<file path="config.mk">
export PLATFORM = sky130hd
export DESIGN_NAME = aux_edid_responder
export DESIGN_NICKNAME = d
export VERILOG_FILES = /design/src/rtl/aux_edid_pkg.sv /design/src/rtl/aux_edid_decode.sv /design/src/rtl/aux_edid_track.sv /design/src/rtl/aux_edid_regs.sv /design/src/rtl/aux_edid_responder.sv
export SDC_FILE = /design/constraint.sdc
export NUM_CORES = 1
export LEC_CHECK = 0
export CAP_MARGIN = 25
export CORE_MARGIN = 5
export CORE_UTILIZATION = 60
export CTS_BUF_LIST = sky130_fd_sc_hd__clkbuf_8
export CTS_CLUSTER_SIZE = 16
export DETAILED_ROUTE_END_ITERATION = 6
export GPL_TIMING_DRIVEN = 0
export PLACE_DENSITY = 0.83
export SLEW_MARGIN = 20
export SYNTH_ARGS = -nofsm -noshare
export SYNTH_HDL_FRONTEND = slang
export SYNTH_HIERARCHICAL = 1
export SYNTH_SLANG_ARGS = --single-unit
</file>
<file path="constraint.sdc">
create_clock -name clk -period 4.05 [get_ports clk]
set_input_delay 0.6075 -clock clk [delete_from_list [all_inputs] [get_ports clk]]
set_output_delay 0.6075 -clock clk [all_outputs]
set_load 0.005 [all_outputs]
</file>
<file path="src/rtl/aux_edid_pkg.sv">
package aux_edid_pkg;
    localparam int REG_W        = 32;
    localparam int OFS_W        = 8;
    localparam logic [OFS_W-1:0] OFS_CTL    = 8'h10;
    localparam logic [OFS_W-1:0] OFS_DATA0  = 8'h14;
    localparam int CTL_BUSY_BIT = 31;
    localparam int CTL_DONE_BIT = 30;
    localparam int CTL_LEN_LSB  = 20;
    localparam int CTL_LEN_W    = 5;
    localparam logic [7:0]  I2C_ACK    = 8'h00;
    localparam logic [15:0] EDID_TGT   = 16'h0050;
    localparam logic [7:0]  NO_DATA    = 8'hFF;
    localparam logic [7:0]  PAST_END   = 8'h00;
    localparam logic [CTL_LEN_W-1:0] LEN_ADDR_ONLY = 5'd3;
    localparam logic [CTL_LEN_W-1:0] LEN_READ_ONE  = 5'd4;

    typedef enum logic [2:0] {
        K_IDLE, K_STOP, K_RESET, K_SELECT, K_ADDR_OTHER, K_WRITE, K_READ, K_BAD_READ
    } req_kind_e;

    typedef struct packed {
        logic [3:0]  op;
        logic [3:0]  op_low;
        logic [15:0] addr;
        logic [7:0]  pad;
    } aux_hdr_t;

    function automatic logic hdr_is_read(aux_hdr_t h);
        return h.op[0];
    endfunction

    function automatic logic hdr_mot(aux_hdr_t h);
        return h.op[2];
    endfunction
endpackage

</file>
<file path="src/rtl/aux_edid_decode.sv">
module aux_edid_decode
    import aux_edid_pkg::*;
(
    input  logic [REG_W-1:0]     ctl_wdata,
    input  aux_hdr_t             hdr,
    output req_kind_e            kind,
    output logic [CTL_LEN_W-1:0] reply_size
);
    logic [CTL_LEN_W-1:0] len;

    always_comb begin
        len        = ctl_wdata[CTL_LEN_LSB +: CTL_LEN_W];
        reply_size = hdr_is_read(hdr) ? CTL_LEN_W'(2) : CTL_LEN_W'(1);
        if (!ctl_wdata[CTL_BUSY_BIT])
            kind = K_IDLE;
        else if (len == LEN_ADDR_ONLY) begin
            if (!hdr_mot(hdr))              kind = K_STOP;
            else if (hdr.addr == '0)        kind = K_RESET;
            else if (hdr.addr == EDID_TGT)  kind = K_SELECT;
            else                            kind = K_ADDR_OTHER;
        end
        else if (!hdr_is_read(hdr))         kind = K_WRITE;
        else if (len == LEN_READ_ONE)       kind = K_READ;
        else                                kind = K_BAD_READ;
    end
endmodule

</file>
<file path="src/rtl/aux_edid_track.sv">
module aux_edid_track
    import aux_edid_pkg::*;
#(
    parameter int EDID_BYTES = 128,
    parameter int PORT_W     = 3,
    localparam int PTR_W     = $clog2(EDID_BYTES + 1),
    localparam int IDX_W     = $clog2(EDID_BYTES)
) (
    input  logic              clk,
    input  logic              rst,
    input  logic              go,
    input  req_kind_e         kind,
    input  logic [PORT_W-1:0] port_in,
    input  logic              dp_in,
    input  logic [7:0]        edid_byte,
    output logic [IDX_W-1:0]  edid_idx,
    output logic [7:0]        reply_byte,
    output logic              sel_q,
    output logic              avail_q,
    output logic [PORT_W-1:0] port_q
);
    logic [PTR_W-1:0] ptr_q;
    logic             at_end;

    assign at_end     = (ptr_q >= PTR_W'(EDID_BYTES));
    assign edid_idx   = ptr_q[IDX_W-1:0];
    assign reply_byte = !(sel_q && avail_q) ? NO_DATA : (at_end ? PAST_END : edid_byte);

    always_ff @(posedge clk) begin
        if (rst) begin
            sel_q   <= 1'b0;
            avail_q <= 1'b0;
            port_q  <= '0;
            ptr_q   <= '0;
        end
        else if (go) begin
            case (kind)
                K_STOP, K_RESET: begin
                    sel_q   <= 1'b0;
                    avail_q <= 1'b0;
                    port_q  <= '0;
                    ptr_q   <= '0;
                end
                K_SELECT: begin
                    sel_q   <= 1'b1;
                    avail_q <= dp_in;
                    port_q  <= port_in;
                end
                K_READ: if (sel_q && avail_q && !at_end) ptr_q <= ptr_q + 1'b1;
                default: ;
            endcase
        end
    end

    assert_ptr_bound_R11: assert property (@(posedge clk) disable iff (rst)
        ptr_q <= PTR_W'(EDID_BYTES));
    assert_avail_needs_sel_R5: assert property (@(posedge clk) disable iff (rst)
        avail_q |-> sel_q);
    assert_ptr_step_R6: assert property (@(posedge clk) disable iff (rst)
        (ptr_q == $past(ptr_q)) || (ptr_q == $past(ptr_q) + 1'b1) || (ptr_q == '0));
endmodule

</file>
<file path="src/rtl/aux_edid_regs.sv">
module aux_edid_regs
    import aux_edid_pkg::*;
#(
    parameter int NDATA = 5,
    localparam int DIDX_W = $clog2(NDATA)
) (
    input  logic                        clk,
    input  logic                        rst,
    input  logic                        host_we,
    input  logic [DIDX_W-1:0]           host_idx,
    input  logic [REG_W-1:0]            host_wdata,
    input  logic                        ctl_we,
    input  logic [REG_W-1:0]            ctl_val,
    input  logic                        d1_we,
    input  logic [REG_W-1:0]            d1_val,
    output logic [REG_W-1:0]            ctl_q,
    output logic [NDATA-1:0][REG_W-1:0] data_q
);
    always_ff @(posedge clk) begin
        if (rst)         ctl_q <= '0;
        else if (ctl_we) ctl_q <= ctl_val;
    end

    for (genvar i = 0; i < NDATA; i++) begin : g_data
        if (i == 0) begin : g_first
            always_ff @(posedge clk) begin
                if (rst)                              data_q[i] <= '0;
                else if (d1_we)                       data_q[i] <= d1_val;
                else if (host_we && host_idx == DIDX_W'(i)) data_q[i] <= host_wdata;
            end
        end
        else begin : g_rest
            always_ff @(posedge clk) begin
                if (rst)                              data_q[i] <= '0;
                else if (host_we && host_idx == DIDX_W'(i)) data_q[i] <= host_wdata;
            end
        end
    end
endmodule

</file>
<file path="src/rtl/aux_edid_responder.sv">
module aux_edid_responder
    import aux_edid_pkg::*;
#(
    parameter int NDATA      = 5,
    parameter int EDID_BYTES = 128,
    parameter int PORT_W     = 3,
    localparam int DIDX_W    = $clog2(NDATA),
    localparam int IDX_W     = $clog2(EDID_BYTES)
) (
    input  logic              clk,
    input  logic              rst,
    input  logic              bus_wr,
    input  logic [7:0]        bus_addr,
    input  logic [31:0]       bus_wdata,
    output logic [31:0]       bus_rdata,
    input  logic [PORT_W-1:0] src_port,
    input  logic              src_dp_sink,
    output logic [IDX_W-1:0]  edid_idx,
    input  logic [7:0]        edid_byte,
    output logic              tgt_selected,
    output logic              tgt_available,
    output logic [PORT_W-1:0] tgt_port
);
    localparam logic [OFS_W-1:0] DATA_LAST = OFS_DATA0 + OFS_W'(4 * (NDATA - 1));

    logic [OFS_W-1:0]            rel;
    logic                        hit_ctl, hit_data;
    logic [DIDX_W-1:0]           didx;
    logic [REG_W-1:0]            ctl_q;
    logic [NDATA-1:0][REG_W-1:0] data_q;
    req_kind_e                   kind;
    logic [CTL_LEN_W-1:0]        reply_size;
    logic                        send;
    logic [7:0]                  reply_byte;
    logic [REG_W-1:0]            ctl_val, d1_val;

    assign rel      = bus_addr - OFS_DATA0;
    assign didx     = rel[2 +: DIDX_W];
    assign hit_ctl  = (bus_addr == OFS_CTL);
    assign hit_data = (bus_addr >= OFS_DATA0) && (bus_addr <= DATA_LAST) && (bus_addr[1:0] == 2'b00);
    assign send     = bus_wr && hit_ctl && (kind != K_IDLE);

    always_comb begin
        ctl_val = '0;
        ctl_val[CTL_DONE_BIT] = 1'b1;
        ctl_val[CTL_LEN_LSB +: CTL_LEN_W] = reply_size;
        d1_val  = {I2C_ACK, (kind == K_READ) ? reply_byte : 8'h00, 16'h0000};
    end

    aux_edid_decode u_decode (
        .ctl_wdata  (bus_wdata),
        .hdr        (aux_hdr_t'(data_q[0])),
        .kind       (kind),
        .reply_size (reply_size)
    );

    aux_edid_track #(.EDID_BYTES(EDID_BYTES), .PORT_W(PORT_W)) u_track (
        .clk        (clk),
        .rst        (rst),
        .go         (send),
        .kind       (kind),
        .port_in    (src_port),
        .dp_in      (src_dp_sink),
        .edid_byte  (edid_byte),
        .edid_idx   (edid_idx),
        .reply_byte (reply_byte),
        .sel_q      (tgt_selected),
        .avail_q    (tgt_available),
        .port_q     (tgt_port)
    );

    aux_edid_regs #(.NDATA(NDATA)) u_regs (
        .clk        (clk),
        .rst        (rst),
        .host_we    (bus_wr && hit_data),
        .host_idx   (didx),
        .host_wdata (bus_wdata),
        .ctl_we     (send),
        .ctl_val    (ctl_val),
        .d1_we      (send && (kind != K_BAD_READ)),
        .d1_val     (d1_val),
        .ctl_q      (ctl_q),
        .data_q     (data_q)
    );

    always_comb begin
        if (hit_ctl)       bus_rdata = ctl_q;
        else if (hit_data) bus_rdata = data_q[didx];
        else               bus_rdata = '0;
    end

    assert_done_set_R4: assert property (@(posedge clk) disable iff (rst)
        (bus_wr && hit_ctl && bus_wdata[CTL_BUSY_BIT]) |=> ctl_q[CTL_DONE_BIT]);
    assert_idle_ctl_R3: assert property (@(posedge clk) disable iff (rst)
        (bus_wr && hit_ctl && !bus_wdata[CTL_BUSY_BIT]) |=> ($stable(ctl_q) && $stable(data_q[0])));
    assert_ack_code_R12: assert property (@(posedge clk) disable iff (rst)
        (send && kind != K_BAD_READ) |=> (data_q[0][31:24] == I2C_ACK));
    assert_bad_read_keep_R8: assert property (@(posedge clk) disable iff (rst)
        (send && kind == K_BAD_READ) |=> $stable(data_q[0]));
endmodule

</file>
# Word level (Yosys, flattened, before mapping)
# Index checks and enable logic that the tools add are counted.
[word_totals]
reg_bits = 179
in_bits = 55
out_inout_bits = 44
elab_cells = 78
[op_classes]
addsub = 2
order_cmp = 4
eq_ne = 14
mux = 22
n_reduce_logical = 25
[ops]
columns = ["op", "count"]
rows = [
  ["$bmux 32 s3", 1],
  ["$mux 32", 3],
  ["$mux 24", 2],
  ["$mux 8", 4],
  ["$eq 16x7->1 const B", 1],
  ["$logic_not 16->1", 1],
  ["$pmux 8 s2", 1],
  ["$mux 3", 5],
  ["$logic_and 1x1->1", 13],
  ["$eq 3x2->1 const B", 4],
  ["$add 8x1->8 const B", 1],
  ["$eq 8x5->1 const B", 1],
  ["$ge 8x5->1 const B", 1],
  ["$ge 8x8->1 const B", 1],
  ["$le 8x6->1 const B", 1],
  ["$eq 3x1->1 const B", 2],
  ["$eq 3x3->1 const B", 2],
  ["$pmux 3 s2", 1],
  ["$reduce_bool 2->1", 3],
  ["$eq 5x2->1 const B", 1],
  ["$eq 5x3->1 const B", 1],
  ["$sub 5x5->5 const B", 1],
  ["$lt 3x4->1 const B", 1],
  ["$mux 2", 2],
  ["11 further kinds", 13],
]

# Logic depth before layout (Yosys ltp)
[depth]
word_depth = 10
depth_mapped = 11
depth_no_buf = 8

# Hierarchy
# Netlist, hierarchy kept.
[by_module_without_submodules]
columns = ["mod", "n_inst", "cells_each", "area_each_um2", "seq_area_each_um2"]
rows = [
  ["aux_edid_regs", 1, 852, 7444.6, 3843.7],
  ["aux_edid_responder", 1, 221, 1696.6, 0.0],
  ["aux_edid_track", 1, 98, 819.5, 260.2],
  ["aux_edid_decode", 1, 25, 198.9, 0.0],
]

# Worst setup path before layout
# OpenSTA, ideal clock, no wires.
[synth_path]
kind = "input port to flip-flop"
from = "input bus_wdata[24]"
to = "register u_regs/ctl_q[0] (netlist name)"
setup_ps = 128
t_arrival_ps = 2932
required_time_ps = 3922
slack_ps = 991
stages = 9
n_path_buf = 2
path_cell_list = "nand4bb_4 > or2_1 > o41ai_2 > or3_1 > and3_1 > clkbuf_1 > buf_2 > mux2i_1 > nor2_1"
[synth_rtl]
columns = ["item", "line", "source"]
rows = [
  ["from (decl)", "aux_edid_responder.sv:14", "input logic [31:0] bus_wdata,"],
]

==> impl_metrics.env <==
export IMPL_num_fill_cells=1277
export IMPL_p_per_area_mw_per_mm2=340
export IMPL_final_hold_viol_count=0
export IMPL_switching_share_pct=24.0
export IMPL_cp_data_required_time_ps=4440
export IMPL_async_reset_ff_share_pct=0
export IMPL_first_pass_iters=6
export IMPL_synth_xor_area_share_pct=0.333
export IMPL_r2r_start="u_regs/data_q[22]$_SDFFE_PP0P_"
export IMPL_start_kind="primary input"
export IMPL_grtUsageTotal_pct=31.2
export IMPL_cp_max_fo=10
export IMPL_syn_cell_area_mm2=0.0102
export IMPL_wl_per_cell_um=19.8
export IMPL_ios=99
export IMPL_yosysSeqAreaShare_pct=40.4
export IMPL_num_vias=9746
export IMPL_reg2regPathDepth=9
export IMPL_worstMarginPinSlew_ps=785
export IMPL_core_area_mm2=0.0166
export IMPL_synthDistinctLibCells=64
export IMPL_synth_edf_count=0
export IMPL_clk_pin_slew_ps=50
export IMPL_seqPwrFrac_pct=47.6
export IMPL_grt_max_degree=12
export IMPL_cts_sinks=205
export IMPL_synth_most_common_cell="nand2_1"
export IMPL_nets=1443
export IMPL_first_global_vias=9454
export IMPL_synth_compound_area_share_pct=18.8
export IMPL_yosys_top_cells_area="dfxtp_1 (40%), nand2_1 (11%), a21oi_1 (6.8%)"
export IMPL_slew_headroom_pct=47.7
export IMPL_fin_skew_ps=26.6
export IMPL_clock_fmax_mhz=261
export IMPL_fin_ws_ps=216
export IMPL_synth_top_family_by_area="simple AND/OR/NAND/NOR gates"
export IMPL_grt_pass1_wl_um=49500
export IMPL_timing_rr_end="u_regs/ctl_q[11]$_SDFFE_PP0P_"
export IMPL_yosysTopAreaCell="dfxtp_1"
export IMPL_post_route_min_period_ps=3830
export IMPL_clock_power_share_pct=44.9
export IMPL_antenna_found_initial=0
export IMPL_p_sw_uw=1020
export IMPL_power_frac_comb_pct=7.5
export IMPL_drt_wl_total_um=32100
export IMPL_drive_above_1_share_pct=18.0
export IMPL_period_share_pct=94.7
export IMPL_drcViolationCount=0
export IMPL_multi_input_area_mm2=0.00558
export IMPL_ys_top_cells_by_count="nand2_1 (295), dfxtp_1 (205), a21oi_1 (138)"
export IMPL_area_growth_syn_to_layout_pct=22.9
export IMPL_die_w_um=140
export IMPL_dieHeight_um=140
export IMPL_via_per_inst=6.00
export IMPL_yosys_area_top_type_share_pct=40.4
export IMPL_slew_violations=0
export IMPL_clock_root_buffer="clkbuf_8"
export IMPL_start_util_pct=61.3
export IMPL_pre_cts_ws_ps=-378
export IMPL_synth_adder_area_share_pct=0.493
export IMPL_muxShareOfSynthArea_pct=9.85
export IMPL_ff_latch_area_mm2=0.00410
export IMPL_fin_cells=1623
export IMPL_gp_congestion=0.937
export IMPL_internal_power_uw=3220
export IMPL_insertion_delay_ps=520
export IMPL_setup_viol=0
export IMPL_drtAntennaViolNets=0
export IMPL_yosys_area_share_simple_pct=22.2
export IMPL_endpoint_kind="flip-flop"
export IMPL_io_buffer_count=98
export IMPL_power_static_leakage_uw=0.00433
export IMPL_arrival_ps=4220
export IMPL_hold_path_class="flip-flop to flip-flop"
export IMPL_crit_type="primary input to flip-flop"
export IMPL_synth_avg_cell_area_um2=8.49
export IMPL_htreeDepth=2
export IMPL_crit_start="bus_wdata[24]"
export IMPL_max_vdd_ir_drop_mv=0.244
export IMPL_drt_iter0_drc=1222
export IMPL_cts_tree="built"
export IMPL_fp_row_count=47
export IMPL_dpl_hpwl_um=22100
export IMPL_synth_ff_type="dfxtp_1"
export IMPL_die_area_mm2=0.0196
export IMPL_cts_buffers_inserted=35
export IMPL_synth_warnings=6
export IMPL_ys_seq_elements=205
export IMPL_r2r_setup_slack_ps=540
export IMPL_drv_cap=0
export IMPL_gr_total_overflow=0
export IMPL_crit_end="u_regs/ctl_q[11]$_SDFFE_PP0P_"
export IMPL_diodes=0
export IMPL_synthCells=1196
export IMPL_finish_utilization_pct=75.3
export IMPL_status="finished, final reports clean"
export IMPL_rsz0062_at_grt="false"
export IMPL_dp_cells=1565
export IMPL_clockBufferDepth=3
## power groups by stage
stage,Sequential [uW],Combinational (uW),Clock (uW)
4_1_cts,2020,302,1920
2_1_floorplan,2060,145,0
6_report,2020,319,1900
5_1_grt,2020,331,2020
3_5_place_dp,2070,285,0
3_3_place_gp,2070,284,0
## metrics by stage
stage	total power (uW)	setup TNS [ps]	cell area (um^2)	hold slack (ps)
6_report	4240	0	12500	450
5_1_grt	4370	0	12500	470
4_1_cts	4240	-10.9	12400	452
3_5_place_dp	2350	-23230	11600	444
3_3_place_gp	2350	-17200	11600	438
2_1_floorplan	2210	0	10400	433
## registers in the layout (all words and copies together) (netlist names)
register         count
u_regs/ctl_q        32
u_track/ptr_q        8
u_track/avail_q      1
u_regs/data_q      160
u_track/sel_q        1
u_track/port_q       3
## cells in the final DEF (no fill, tap or decap), types with 30 or more instances in the layout
| master | synthesis | routed |
|---|---|---|
| a2111oi_2 | 30 | 30 |
| a21oi_1 | 138 | 138 |
| a22oi_1 | 32 | 32 |
| buf_2 | 44 | 39 |
| clkbuf_1 | 44 | 37 |
| clkbuf_8 | 0 | 47 |
| clkdlybuf4s50_1 | 0 | 97 |
| conb_1 | 3 | 54 |
| dfxtp_1 | 205 | 205 |
| inv_1 | 50 | 56 |
| mux2_2 | 32 | 32 |
| mux2i_1 | 64 | 51 |
| nand2_1 | 295 | 295 |
| nor2_1 | 37 | 36 |
| nor3_1 | 35 | 35 |
## per-layer routing
| layer | part of all wire, % | up-vias | global-route usage, % | routed length, um |
|---|---|---|---|---|
| li1 | - | 4484 | - | - |
| met1 | 38 | 4526 | 38.7 | 12300 |
| met2 | 46 | 600 | 50.3 | 14600 |
| met3 | 12 | 136 | 10.3 | 3830 |
| met4 | 4.3 | 0 | 12.6 | 1370 |
| met5 | 0 | - | 0 | 0 |
## what timing repair did
action / in CTS / in global routing
buffers inserted: 2 / 0
pin swaps: 1 / 0
hold buffers: 0 / 0
gates resized for setup: 27 / 15
setup endpoints to repair: 32 / 60
## worst max-delay path, stage by stage
cell and delay (ps):
clkdlybuf4s50_1 620, nand4bb_4 370, or2_1 290, o41ai_4 600, or3_1 190, and3_1 320, clkbuf_1 460, buf_2 400
mux2i_1 280, nor2_1 70
## worst min path at each step
stage                                               start                              end  slack [ps]  depth (start not counted)
final                     u_regs/data_q[103]$_SDFFE_PP0P_  u_regs/data_q[103]$_SDFFE_PP0P_         450                          2
after global routing      u_regs/data_q[103]$_SDFFE_PP0P_  u_regs/data_q[103]$_SDFFE_PP0P_         470                          2
after CTS                 u_regs/data_q[103]$_SDFFE_PP0P_  u_regs/data_q[103]$_SDFFE_PP0P_         450                          2
after detailed placement   u_regs/data_q[35]$_SDFFE_PP0P_   u_regs/data_q[35]$_SDFFE_PP0P_         440                          2
after global placement     u_regs/data_q[40]$_SDFFE_PP0P_   u_regs/data_q[40]$_SDFFE_PP0P_         440                          2
after floorplan            u_regs/data_q[32]$_SDFFE_PP0P_   u_regs/data_q[32]$_SDFFE_PP0P_         430                          2
## cell families (layout without fill, tap and decap cells)
| family | after synthesis | count (layout) |
|---|---|---|
| AND/OR/NAND/NOR | 454 | 454 |
| AO/OA/AOI/OAI | 268 | 268 |
| flip-flops | 205 | 205 |
| buffers and inverters | 163 | 319 |
| multiplexers | 96 | 96 |
| adder cells (fa/ha/maj) | 4 | 4 |
| other | 3 | 54 |
| XOR/XNOR | 3 | 3 |
## area by class of cell
type	instances	share of cell area (%)
inverters	50	1.50
clock inverters	9	0.491
repair buffers	100	8.00
well taps	220	2.20
flip-flops and latches	205	32.9
clock buffers	47	5.18
plain buffers	113	5.03
multi-input cells	879	44.7
Power figures use the tool's default switching activity.
